[src/rtl/mc_pkg.sv]
// Shared encodings and control bundle for the single-cycle core.
package mc_pkg;
    localparam logic [5:0] OP_REG  = 6'd0;
    localparam logic [5:0] OP_ADDI = 6'd8;
    localparam logic [5:0] OP_LW   = 6'd35;
    localparam logic [5:0] OP_SW   = 6'd43;
    localparam logic [5:0] FN_ADD  = 6'd32;
    localparam logic [5:0] FN_SUB  = 6'd34;

    typedef enum logic {ALU_ADD = 1'b0, ALU_SUB = 1'b1} alu_op_e;

    typedef struct packed {
        logic    reg_we;   // instruction writes a register
        logic    use_imm;  // second operand is the extended immediate
        logic    dst_rt;   // destination taken from bits [20:16]
        logic    mem_rd;   // load
        logic    mem_wr;   // store
        alu_op_e alu_op;
    } ctrl_t;
endpackage

[src/rtl/mc_decode.sv]
// Instruction decoder: splits the fixed 32-bit word into fields and produces
// the control bundle. Assumes only the five supported encodings matter;
// anything else yields an all-inactive bundle (a no-operation).
module mc_decode
    import mc_pkg::*;
#(
    parameter int XLEN = 32,
    parameter int RAW  = 5
) (
    input  logic [31:0]     instr,
    output ctrl_t           ctrl,
    output logic [RAW-1:0]  rs,
    output logic [RAW-1:0]  rt,
    output logic [RAW-1:0]  rd,
    output logic [XLEN-1:0] imm_ext
);
    localparam int IMMW = 16;

    logic [5:0] opcode;
    logic [5:0] funct;

    assign opcode  = instr[31:26];
    assign funct   = instr[5:0];
    assign rs      = instr[25:21];
    assign rt      = instr[20:16];
    assign rd      = instr[15:11];
    assign imm_ext = {{(XLEN-IMMW){instr[IMMW-1]}}, instr[IMMW-1:0]};

    // Map opcode/function to control; unknown combinations stay inactive.
    always_comb begin
        ctrl = '0;
        unique case (opcode)
            OP_REG: begin
                if (funct == FN_ADD) begin
                    ctrl.reg_we = 1'b1;
                end else if (funct == FN_SUB) begin
                    ctrl.reg_we = 1'b1;
                    ctrl.alu_op = ALU_SUB;
                end
            end
            OP_ADDI: begin
                ctrl.reg_we  = 1'b1;
                ctrl.use_imm = 1'b1;
                ctrl.dst_rt  = 1'b1;
            end
            OP_LW: begin
                ctrl.reg_we  = 1'b1;
                ctrl.use_imm = 1'b1;
                ctrl.dst_rt  = 1'b1;
                ctrl.mem_rd  = 1'b1;
            end
            OP_SW: begin
                ctrl.use_imm = 1'b1;
                ctrl.mem_wr  = 1'b1;
            end
            default: ctrl = '0;
        endcase
    end
endmodule

[src/rtl/mc_regfile.sv]
// Register file: DEPTH words of XLEN bits, two combinational read ports and
// one write port clocked on the rising edge. Entry 0 is never written, so it
// stays at the zero it receives in reset.
module mc_regfile #(
    parameter int XLEN  = 32,
    parameter int DEPTH = 32,
    localparam int AW   = $clog2(DEPTH)
) (
    input  logic            clk,
    input  logic            rst_n,
    input  logic            we,
    input  logic [AW-1:0]   waddr,
    input  logic [XLEN-1:0] wdata,
    input  logic [AW-1:0]   raddr_a,
    input  logic [AW-1:0]   raddr_b,
    output logic [XLEN-1:0] rdata_a,
    output logic [XLEN-1:0] rdata_b
);
    logic [XLEN-1:0] regs [DEPTH];

    // Clear on reset; otherwise accept a write to any entry except 0.
    always_ff @(posedge clk) begin
        if (!rst_n) begin
            for (int i = 0; i < DEPTH; i++) regs[i] <= '0;
        end else if (we && (waddr != '0)) begin
            regs[waddr] <= wdata;
        end
    end

    assign rdata_a = regs[raddr_a];
    assign rdata_b = regs[raddr_b];

    // entry 0 holds zero whatever the write port is offered
    a_r8_zero_reg: assert property (@(posedge clk) disable iff (!rst_n)
        regs[0] == '0);
    // a write aimed at entry 0 leaves the read value at zero
    a_r8_zero_write: assert property (@(posedge clk) disable iff (!rst_n)
        (we && waddr == '0 && raddr_a == '0) |-> rdata_a == '0);
endmodule

[src/rtl/mc_alu.sv]
// Adder/subtractor: wraps modulo 2^XLEN and signals no overflow.
module mc_alu
    import mc_pkg::*;
#(
    parameter int XLEN = 32
) (
    input  alu_op_e         op,
    input  logic [XLEN-1:0] a,
    input  logic [XLEN-1:0] b,
    output logic [XLEN-1:0] y
);
    // Select sum or difference.
    always_comb begin
        y = (op == ALU_SUB) ? (a - b) : (a + b);
    end

    // adding the subtrahend back recovers the minuend (modulo 2^XLEN)
    always_comb begin
        if (op == ALU_SUB) a_r4_sub_inverse: assert (XLEN'(y + b) == a);
    end
endmodule

[src/rtl/mc_core.sv]
// Single-cycle core top: program counter, fetch, decode, register file,
// ALU, data access and write-back. Assumes both memories answer reads
// combinationally and apply writes at the rising edge.
module mc_core
    import mc_pkg::*;
#(
    parameter int XLEN   = 32,
    parameter int NREGS  = 32,
    localparam int RAW   = $clog2(NREGS),
    localparam int STEP  = XLEN / 8
) (
    input  logic            clk,
    input  logic            rst_n,
    output logic [XLEN-1:0] imem_addr,
    input  logic [31:0]     imem_rdata,
    output logic [XLEN-1:0] dmem_addr,
    input  logic [XLEN-1:0] dmem_rdata,
    output logic [XLEN-1:0] dmem_wdata,
    output logic            dmem_we,
    output logic            misalign
);
    localparam int LOWB = $clog2(STEP);

    ctrl_t           ctrl;
    logic [RAW-1:0]  rs, rt, rd;
    logic [XLEN-1:0] imm_ext;
    logic [XLEN-1:0] opa, opb, alu_b, alu_y;
    logic [XLEN-1:0] pc;
    logic            bad_align;
    logic            rf_we;
    logic [RAW-1:0]  rf_waddr;
    logic [XLEN-1:0] rf_wdata;

    // Program counter: zero in reset, one word forward every cycle.
    always_ff @(posedge clk) begin
        if (!rst_n) pc <= '0;
        else        pc <= pc + XLEN'(STEP);
    end
    assign imem_addr = pc;

    mc_decode #(.XLEN(XLEN), .RAW(RAW)) u_dec (
        .instr   (imem_rdata),
        .ctrl    (ctrl),
        .rs      (rs),
        .rt      (rt),
        .rd      (rd),
        .imm_ext (imm_ext)
    );

    mc_regfile #(.XLEN(XLEN), .DEPTH(NREGS)) u_rf (
        .clk     (clk),
        .rst_n   (rst_n),
        .we      (rf_we),
        .waddr   (rf_waddr),
        .wdata   (rf_wdata),
        .raddr_a (rs),
        .raddr_b (rt),
        .rdata_a (opa),
        .rdata_b (opb)
    );

    assign alu_b = ctrl.use_imm ? imm_ext : opb;

    mc_alu #(.XLEN(XLEN)) u_alu (
        .op (ctrl.alu_op),
        .a  (opa),
        .b  (alu_b),
        .y  (alu_y)
    );

    // Data side: the ALU sum is the byte address; misaligned accesses are cancelled.
    assign bad_align  = (ctrl.mem_rd || ctrl.mem_wr) && (alu_y[LOWB-1:0] != '0);
    assign dmem_addr  = alu_y;
    assign dmem_wdata = opb;
    assign dmem_we    = ctrl.mem_wr && !bad_align;

    // Write-back: loaded word or ALU result, suppressed on a cancelled load.
    assign rf_we    = ctrl.reg_we && !bad_align;
    assign rf_waddr = ctrl.dst_rt ? rt : rd;
    assign rf_wdata = ctrl.mem_rd ? dmem_rdata : alu_y;

    // Sticky flag: set by the first misaligned access, cleared only by reset.
    always_ff @(posedge clk) begin
        if (!rst_n)         misalign <= 1'b0;
        else if (bad_align) misalign <= 1'b1;
    end

    // fetch address steps by one word per cycle
    a_r2_pc_step: assert property (@(posedge clk) disable iff (!rst_n)
        1'b1 |=> imem_addr == $past(imem_addr) + XLEN'(STEP));
    // the flag never falls outside reset
    a_r10_sticky: assert property (@(posedge clk) disable iff (!rst_n)
        misalign |=> misalign);
    // no store leaves the core with an unaligned address
    a_r10_aligned_store: assert property (@(posedge clk) disable iff (!rst_n)
        dmem_we |-> dmem_addr[LOWB-1:0] == '0);
    // an unrecognised opcode touches neither memory nor registers
    a_r9_unknown_quiet: assert property (@(posedge clk) disable iff (!rst_n)
        (imem_rdata[31:26] != OP_REG && imem_rdata[31:26] != OP_ADDI &&
         imem_rdata[31:26] != OP_LW  && imem_rdata[31:26] != OP_SW)
        |-> (!dmem_we && !rf_we));
    // the write enable appears only under the store opcode
    a_r7_store_only: assert property (@(posedge clk) disable iff (!rst_n)
        dmem_we |-> imem_rdata[31:26] == OP_SW);
endmodule

[config.mk]
export PLATFORM = sky130hd
export DESIGN_NAME = mc_core
export DESIGN_NICKNAME = d
export VERILOG_FILES = /design/src/rtl/mc_pkg.sv /design/src/rtl/mc_decode.sv /design/src/rtl/mc_regfile.sv /design/src/rtl/mc_alu.sv /design/src/rtl/mc_core.sv
export SDC_FILE = /design/constraint.sdc
export NUM_CORES = 2
export LEC_CHECK = 0
export BUFFER_PORTS_ARGS = -buffer_cell sky130_fd_sc_hd__buf_2
export CAP_MARGIN = 30
export CORE_MARGIN = 8
export CORE_UTILIZATION = 63
export DETAILED_ROUTE_END_ITERATION = 8
export PLACE_DENSITY_LB_ADDON = 0.12
export SLEW_MARGIN = 20
export SYNTH_ARGS = -nofsm -noshare
export SYNTH_HDL_FRONTEND = slang
export SYNTH_HIERARCHICAL = 1
export SYNTH_SLANG_ARGS = --single-unit
[constraint.sdc]
create_clock -name clk -period 9.79 [get_ports clk]
set_clock_uncertainty 0.1 [all_clocks]
set_input_delay 1.4685 -clock clk [delete_from_list [all_inputs] [get_ports clk]]
set_output_delay 1.4685 -clock clk [all_outputs]
set_load 0.01 [all_outputs]
[Yosys cells after proc, flatten, opt, wreduce, memory -nomap -nowiden]
Memories as Yosys holds them, arrays and structs flattened.
Cells that the tools add are included.
Word-level totals
  ROM bits: 0
  bits in writable memories: 1024
  input port bits: 66
  memories kept: 1
  latch bits: 0
  register bits: 33
Cells by class
  $add $sub $neg: 3
  order comparisons: 0
  bitwise logic cells: 0
  muxes and demuxes: 20
  div/mod/pow operators: 0
  equal/unequal tests: 5
  shifts and indexed selects: 0
  $mul: 0
  reduce and logical (&&, ||, !) cells: 12
Memories
  u_rf.regs: depth 32, width 32, read ports 2, clocked after memory_dff 0, write ports 32, line mc_regfile.sv:19  | logic [XLEN-1:0] regs [DEPTH];
Operators with widths (count)
  $mux W32: 4
  $add A32 B3 Y32 const B: 1
  $add A32 B32 Y32: 1
  $reduce_or A32 Y1: 1
  $sub A32 B32 Y32: 1
  $eq A6 B6 Y1 const B: 4
  $mux W1: 13
  $mux W5: 2
  $eq A6 B4 Y1 const B: 1
  $logic_not A6 Y1: 1
  $reduce_bool A5 Y1: 1
  $logic_and A1 B1 Y1: 4
  $reduce_or A3 Y1: 1
  $pmux W1 S2: 1
  $reduce_bool A2 Y1: 1
  $reduce_or A2 Y1: 1
  $logic_not A1 Y1: 1
  $logic_or A1 B1 Y1: 1

[Depth between registers and ports, before layout]
  word-level depth: 16
  mapped depth: 28
  mapped depth without buffers: 22

[By module]
The synthesis kept the hierarchy.
By module, submodules not included
  mc_regfile: instances 1, area an instance 55715.9 µm², cells an instance 4609
  mc_alu: instances 1, area an instance 2398.6 µm², cells an instance 356
  mc_core: instances 1, area an instance 2329.7 µm², cells an instance 251
  mc_decode: instances 1, area an instance 467.9 µm², cells an instance 61

[Worst setup path before layout]
Ideal clock, no wire load.
  kind: input-to-reg
  start point: input imem_rdata[17]
  end point: memory u_rf.regs[24][0] (enable)
  slack: 1.826 ns
  buffers on the path: 6
  cell stages on the path: 20
  data required time: 9.224 ns
  data arrival time: 7.398 ns
  cells stage by stage: buf_4 -> buf_2 -> buf_4 -> buf_2 -> buf_4 -> mux2i_1 -> nand2_1 -> a31oi_1 -> nand3_1 -> mux2_2 -> inv_1 -> ha_1 -> mux2i_1 -> fa_1 -> o22ai_1 -> and2_1 -> nand2_1 -> or3_4 -> buf_6 -> o21ai_0
RTL lines
  start, declared: line mc_core.sv:15  | input logic [31:0] imem_rdata,
  end, declared: line mc_regfile.sv:19

[Worst setup path after layout]
  start point: input imem_rdata[17]
  end point: output dmem_addr[30]
On the way
  cells in the longest elaborated chain, start to end: 4
  elaborated cells on any way between the ends: 5
  classes of those cells: 2 x add/sub; 2 x mux; 1 x memory
RTL lines
  $mem_v2 Z32 W32 *
  $mux W32 *: line mc_core.sv:62  | assign alu_b = ctrl.use_imm ? imm_ext : opb;
  via alu_b[3]: line mc_core.sv:27  | logic [XLEN-1:0] opa, opb, alu_b, alu_y;
  $add A32 B32 Y32 / $sub A32 B32 Y32 (equally long branches): line mc_alu.sv:14  | y = (op == ALU_SUB) ? (a - b) : (a + b);
  $mux W32 *: line mc_alu.sv:14
  end, declared: line mc_core.sv:16  | output logic [XLEN-1:0] dmem_addr,
Mark *: on every way through the listed nets, which the timed path passes. The rest lies on a longest branch.

==> results.md <==
Floorplan:
- Once the floorplan was initialized, standard cells occupied 63.27% of the core.
- The floorplan has 114 rows.
- The region available for standard cell placement spans 96,280 um^2.
- The die height is 326.9 um.
- The count of boundary I/O pins is 164.
- The die is 326.9 um wide.
- The die area is 106,900 um^2.

Worst setup path:
- In this run the critical register-to-register path is launched from u_rf/regs[6][3].
- The sort of element at the start of the critical path is a primary input.
- The worst setup path is captured at an output pin.
- The worst reg2reg path endpoint is u_rf/regs[12][30].
- The critical path in this run is classified as in -> out.
- In this run the worst path has a maximum fanout of 41.
- Data on the critical path is required at its endpoint by 8.22 ns.
- The count of cells along the worst register-to-register path is 22.
- For this run, the slowest stage of the critical path takes 0.51 ns.
- On the critical path, the stage with the largest delay is an instance of sky130_fd_sc_hd__ha_1.
- Traced cell by cell, the critical path runs through buf_8 -> buf_4 -> mux2i_1 -> a22oi_1 -> a31oi_1 -> nand3_1 -> mux2_2 -> or3_1 -> nor4_1 -> and3b_1 -> a21o_1 -> o21ai_0 -> xnor2_1 -> ha_1 -> nand3_1 -> nor2_1 -> nand4_1 -> a21oi_1 -> o41ai_1 -> buf_4 -> o311ai_0 -> buf_2.
- Across all register-to-register paths, the minimum setup slack is 2.95 ns.
- The critical path arrival is 7.74 ns.

Drt:
- The number of iterations in the first detailed-routing pass is 6.
- The total detailed-routing wirelength is 203.1 mm.
- For this run, design rule violations remaining after detail routing come to 0.
- The detailed router finished its first iteration with 6,226 violations.
- Dividing the detail-routed via count by the number of cells gives 6.802.
- The via count of the routed design is 45,030.
- The mean routed wirelength per cell is 30.67 um.
- Once detail routing completed, the nets flagged for antenna violations numbered 0.

Timing:
- Dividing the final minimum period by the clock period gives 95.04%.
- The final-report setup violation count is 0.
- In this run the tightest slew margin relative to its limit is 30.40%.
- The worst path needs 9.305 ns of the cycle, external delays included.
- The total count of max-transition violations in the final report is 0.
- The achievable clock frequency is 0.1075 GHz.
- In the final timing run, aggregate negative setup slack is 0 ns.
- The transition time at the pin with the least slew margin is 1.042 ns.
- The number of hold violations in the final report is 0.
- Setup repair after global routing left no endpoint under its margin.

Yosys:
- The cell area that synthesis handed to floorplanning was 60,910 um^2.
- During synthesis, Yosys emitted a total of 6 warnings.
- In this run, synthesis produced a sequential element count of 1,055.
- Synthesis instantiated 79 different standard cells from the library.
- The top cell type's share of synthesized area is 50.48%.
- The flip-flop cell with the highest count after synthesis is sky130_fd_sc_hd__edfxtp_1.
- Of all cell types, the one taking the most synthesized area is sky130_fd_sc_hd__edfxtp_1.
- The portion of the post-synthesis area used by sequential elements is 51.50%.
- The share of synthesized registers carrying an async set or reset is 0%.
- The post-synthesis average cell area is 11.54 um^2.
- By area the synthesized netlist is led by sky130_fd_sc_hd__edfxtp_1 (50%), sky130_fd_sc_hd__mux2i_1 (17%), sky130_fd_sc_hd__and2_1 (10%), sky130_fd_sc_hd__a22oi_1 (2.4%), sky130_fd_sc_hd__a21oi_1 (2.1%).
- The number of flops mapped to enable cells by yosys is 1,024.
- The cell count after synthesis came out at 5,277.

Global routing:
- The initial antenna violation count is 20.
- The total overflow left after global routing is 0.
- The number of global-route vias before repair was 43,120.
- The overall track demand over capacity in global routing is 36.41%.
- The pin count of the biggest net entering global routing is 95.
- The first global-routing pass estimated 289.1 mm of wire.

Worst hold path:
- The end point of the worst hold path is misalign.
- The worst hold path begins at misalign.
- The type of the tightest min-delay check is reg -> reg.
- Along the worst hold path, the cell count comes to 2.

Power:
- The worst ir drop on vdd is 200.3 uV.
- Dividing total power by cell area gives a power density of 183.0 nW/um^2.
- After layout, the design draws a total of 0.01223 W.
- Summed over all cells, the static leakage comes to 26.97 nW.

Final layout:
- The layout cell share with drive strength beyond 1 is 12.40%.
- Leaving out fill and tap cells, the most frequent cell in the layout is sky130_fd_sc_hd__mux2i_1.
- Compared with the post-synthesis result, the final layout area differs by 9.689%.
- The total number of nets in the final design is 5,337.
- The library cells used most frequently in the layout, excluding fill and tap cells, are sky130_fd_sc_hd__mux2i_1 (1,031), sky130_fd_sc_hd__edfxtp_1 (1,024), sky130_fd_sc_hd__and2_1 (999), sky130_fd_sc_hd__a21oi_1 (254), sky130_fd_sc_hd__nand2_1 (231).

Clocking:
- The count of instances resized after the clock tree is built is 0.
- The setup fix buffers added after clock tree synthesis is 0.
- The number of sinks on the clock net is 1,055.
- The number of clock buffers added by TritonCTS is 114.
- The CTS clock-pin slew for the worst setup and hold paths is 0.06 ns.
- The clock passes through at most 3 buffers.
- The number of H-tree branching levels is 3.
- TritonCTS built the clock tree.
- The clock insertion delay at the later pin of the skew report is 0.71 ns.
- The cell at the root of the clock tree is sky130_fd_sc_hd__clkbuf_16.
- The count of hold-fix buffers inserted at cts is 0.

Place:
- Detailed placement ended at an HPWL of 126.9 mm.
- The final weighted congestion in routability-driven placement is 0.9834.
- Buffers placed on the I/O ports in this run total 161.

Run:
- The total of max-cap violations is 0.

Status:
- The flow ran to the end, and the final reports show no timing, DRC or antenna violations.
[worst max-delay path by stage]
| stage | from | endpoint | slack [ns] | cells past startpoint |
|---|---|---|---|---|
| floorplan | imem_rdata[17] | u_rf/regs[24][0] | 1.83 | 20 |
| global placement | imem_rdata[17] | dmem_addr[30] | 0.62 | 22 |
| detailed placement | imem_rdata[17] | dmem_addr[30] | 0.62 | 22 |
| CTS | imem_rdata[17] | dmem_addr[30] | 0.61 | 22 |
| global route | imem_rdata[17] | dmem_addr[30] | 0.20 | 22 |
| finish | imem_rdata[17] | dmem_addr[30] | 0.49 | 22 |
[sequential cells by signal, summed over array words and instances, names as in the netlist]
signal and count:
misalign 1, u_rf/regs 1024, imem_addr 30
[cells in the mapped netlist, types with 49 or more instances]
| master | count |
|---|---|
| sky130_fd_sc_hd__a31oi_1 | 69 |
| sky130_fd_sc_hd__edfxtp_1 | 1024 |
| sky130_fd_sc_hd__and2_1 | 1001 |
| sky130_fd_sc_hd__xnor2_1 | 49 |
| sky130_fd_sc_hd__clkbuf_1 | 273 |
| sky130_fd_sc_hd__nand3_1 | 210 |
| sky130_fd_sc_hd__mux2i_1 | 1031 |
| sky130_fd_sc_hd__nand2_1 | 231 |
| sky130_fd_sc_hd__nor3_1 | 80 |
| sky130_fd_sc_hd__nor2_1 | 74 |
| sky130_fd_sc_hd__a22o_1 | 128 |
| sky130_fd_sc_hd__mux2_2 | 70 |
| sky130_fd_sc_hd__a21oi_1 | 254 |
| sky130_fd_sc_hd__buf_4 | 109 |
| sky130_fd_sc_hd__a22oi_1 | 193 |
| sky130_fd_sc_hd__buf_2 | 84 |
[cells by family after synthesis]
group / synth area share (%)
compound gates: 8.216
xor+xnor: 0.9202
fa+ha+maj: 0.7107
buf+inv: 4.320
flops: 51.50
mux: 18.24
other cells: 0.01233
simple gates: 16.08
[per-stage QoR]
stage          util [%]  instance area [um^2]  setup slack [ns]  std cells  hold WS (ns)
6_report          69.40                 66810            0.4852       6621        0.3437
5_1_grt           69.36                 66780            0.1973       6608        0.3682
4_1_cts           69.26                 66690            0.6102       6604        0.3491
3_5_place_dp      65.47                 63030            0.6226       6393        0.3399
3_3_place_gp      65.32                 62890            0.6173       6387        0.3312
2_1_floorplan         -                 61030             1.826       5309        0.3696
[routing by layer]
layer	GRT usage, %	share of wire, %
met5	0	0.037
met4	14.75	4.2
met3	8.947	12
met2	56.06	45
met1	49.62	39
[cell type report]
cell class	count	area [um^2]
Inverter	26	97.59
Fill cell	6943	29470
Tap cell	1276	1597
Multi-Input combinational cell	3704	27510
Clock inverter	63	624.3
Sequential cell	1055	31370
Antenna cell	13	32.53
Timing Repair Buffer	336	2554
Clock buffer	148	3033
[report_power, final]
group | switching [W] | internal, W
sequential | 0.0000864 | 0.00510
combinational | 0.00204 | 0.000725
clock | 0.00180 | 0.00248
total | 0.00392 | 0.00831
[critical path: cells and delay by family]
kind / cells / cell delay (ns)
multiplexers: 2 / 0.55
adder cells (fa/ha/maj): 1 / 0.51
buffers and inverters: 4 / 1.13
AND/OR/NAND/NOR: 7 / 1.86
XOR/XNOR: 1 / 0.23
AO/OA/AOI/OAI: 7 / 1.88
No activity file was read; power rests on OpenSTA's default activity.
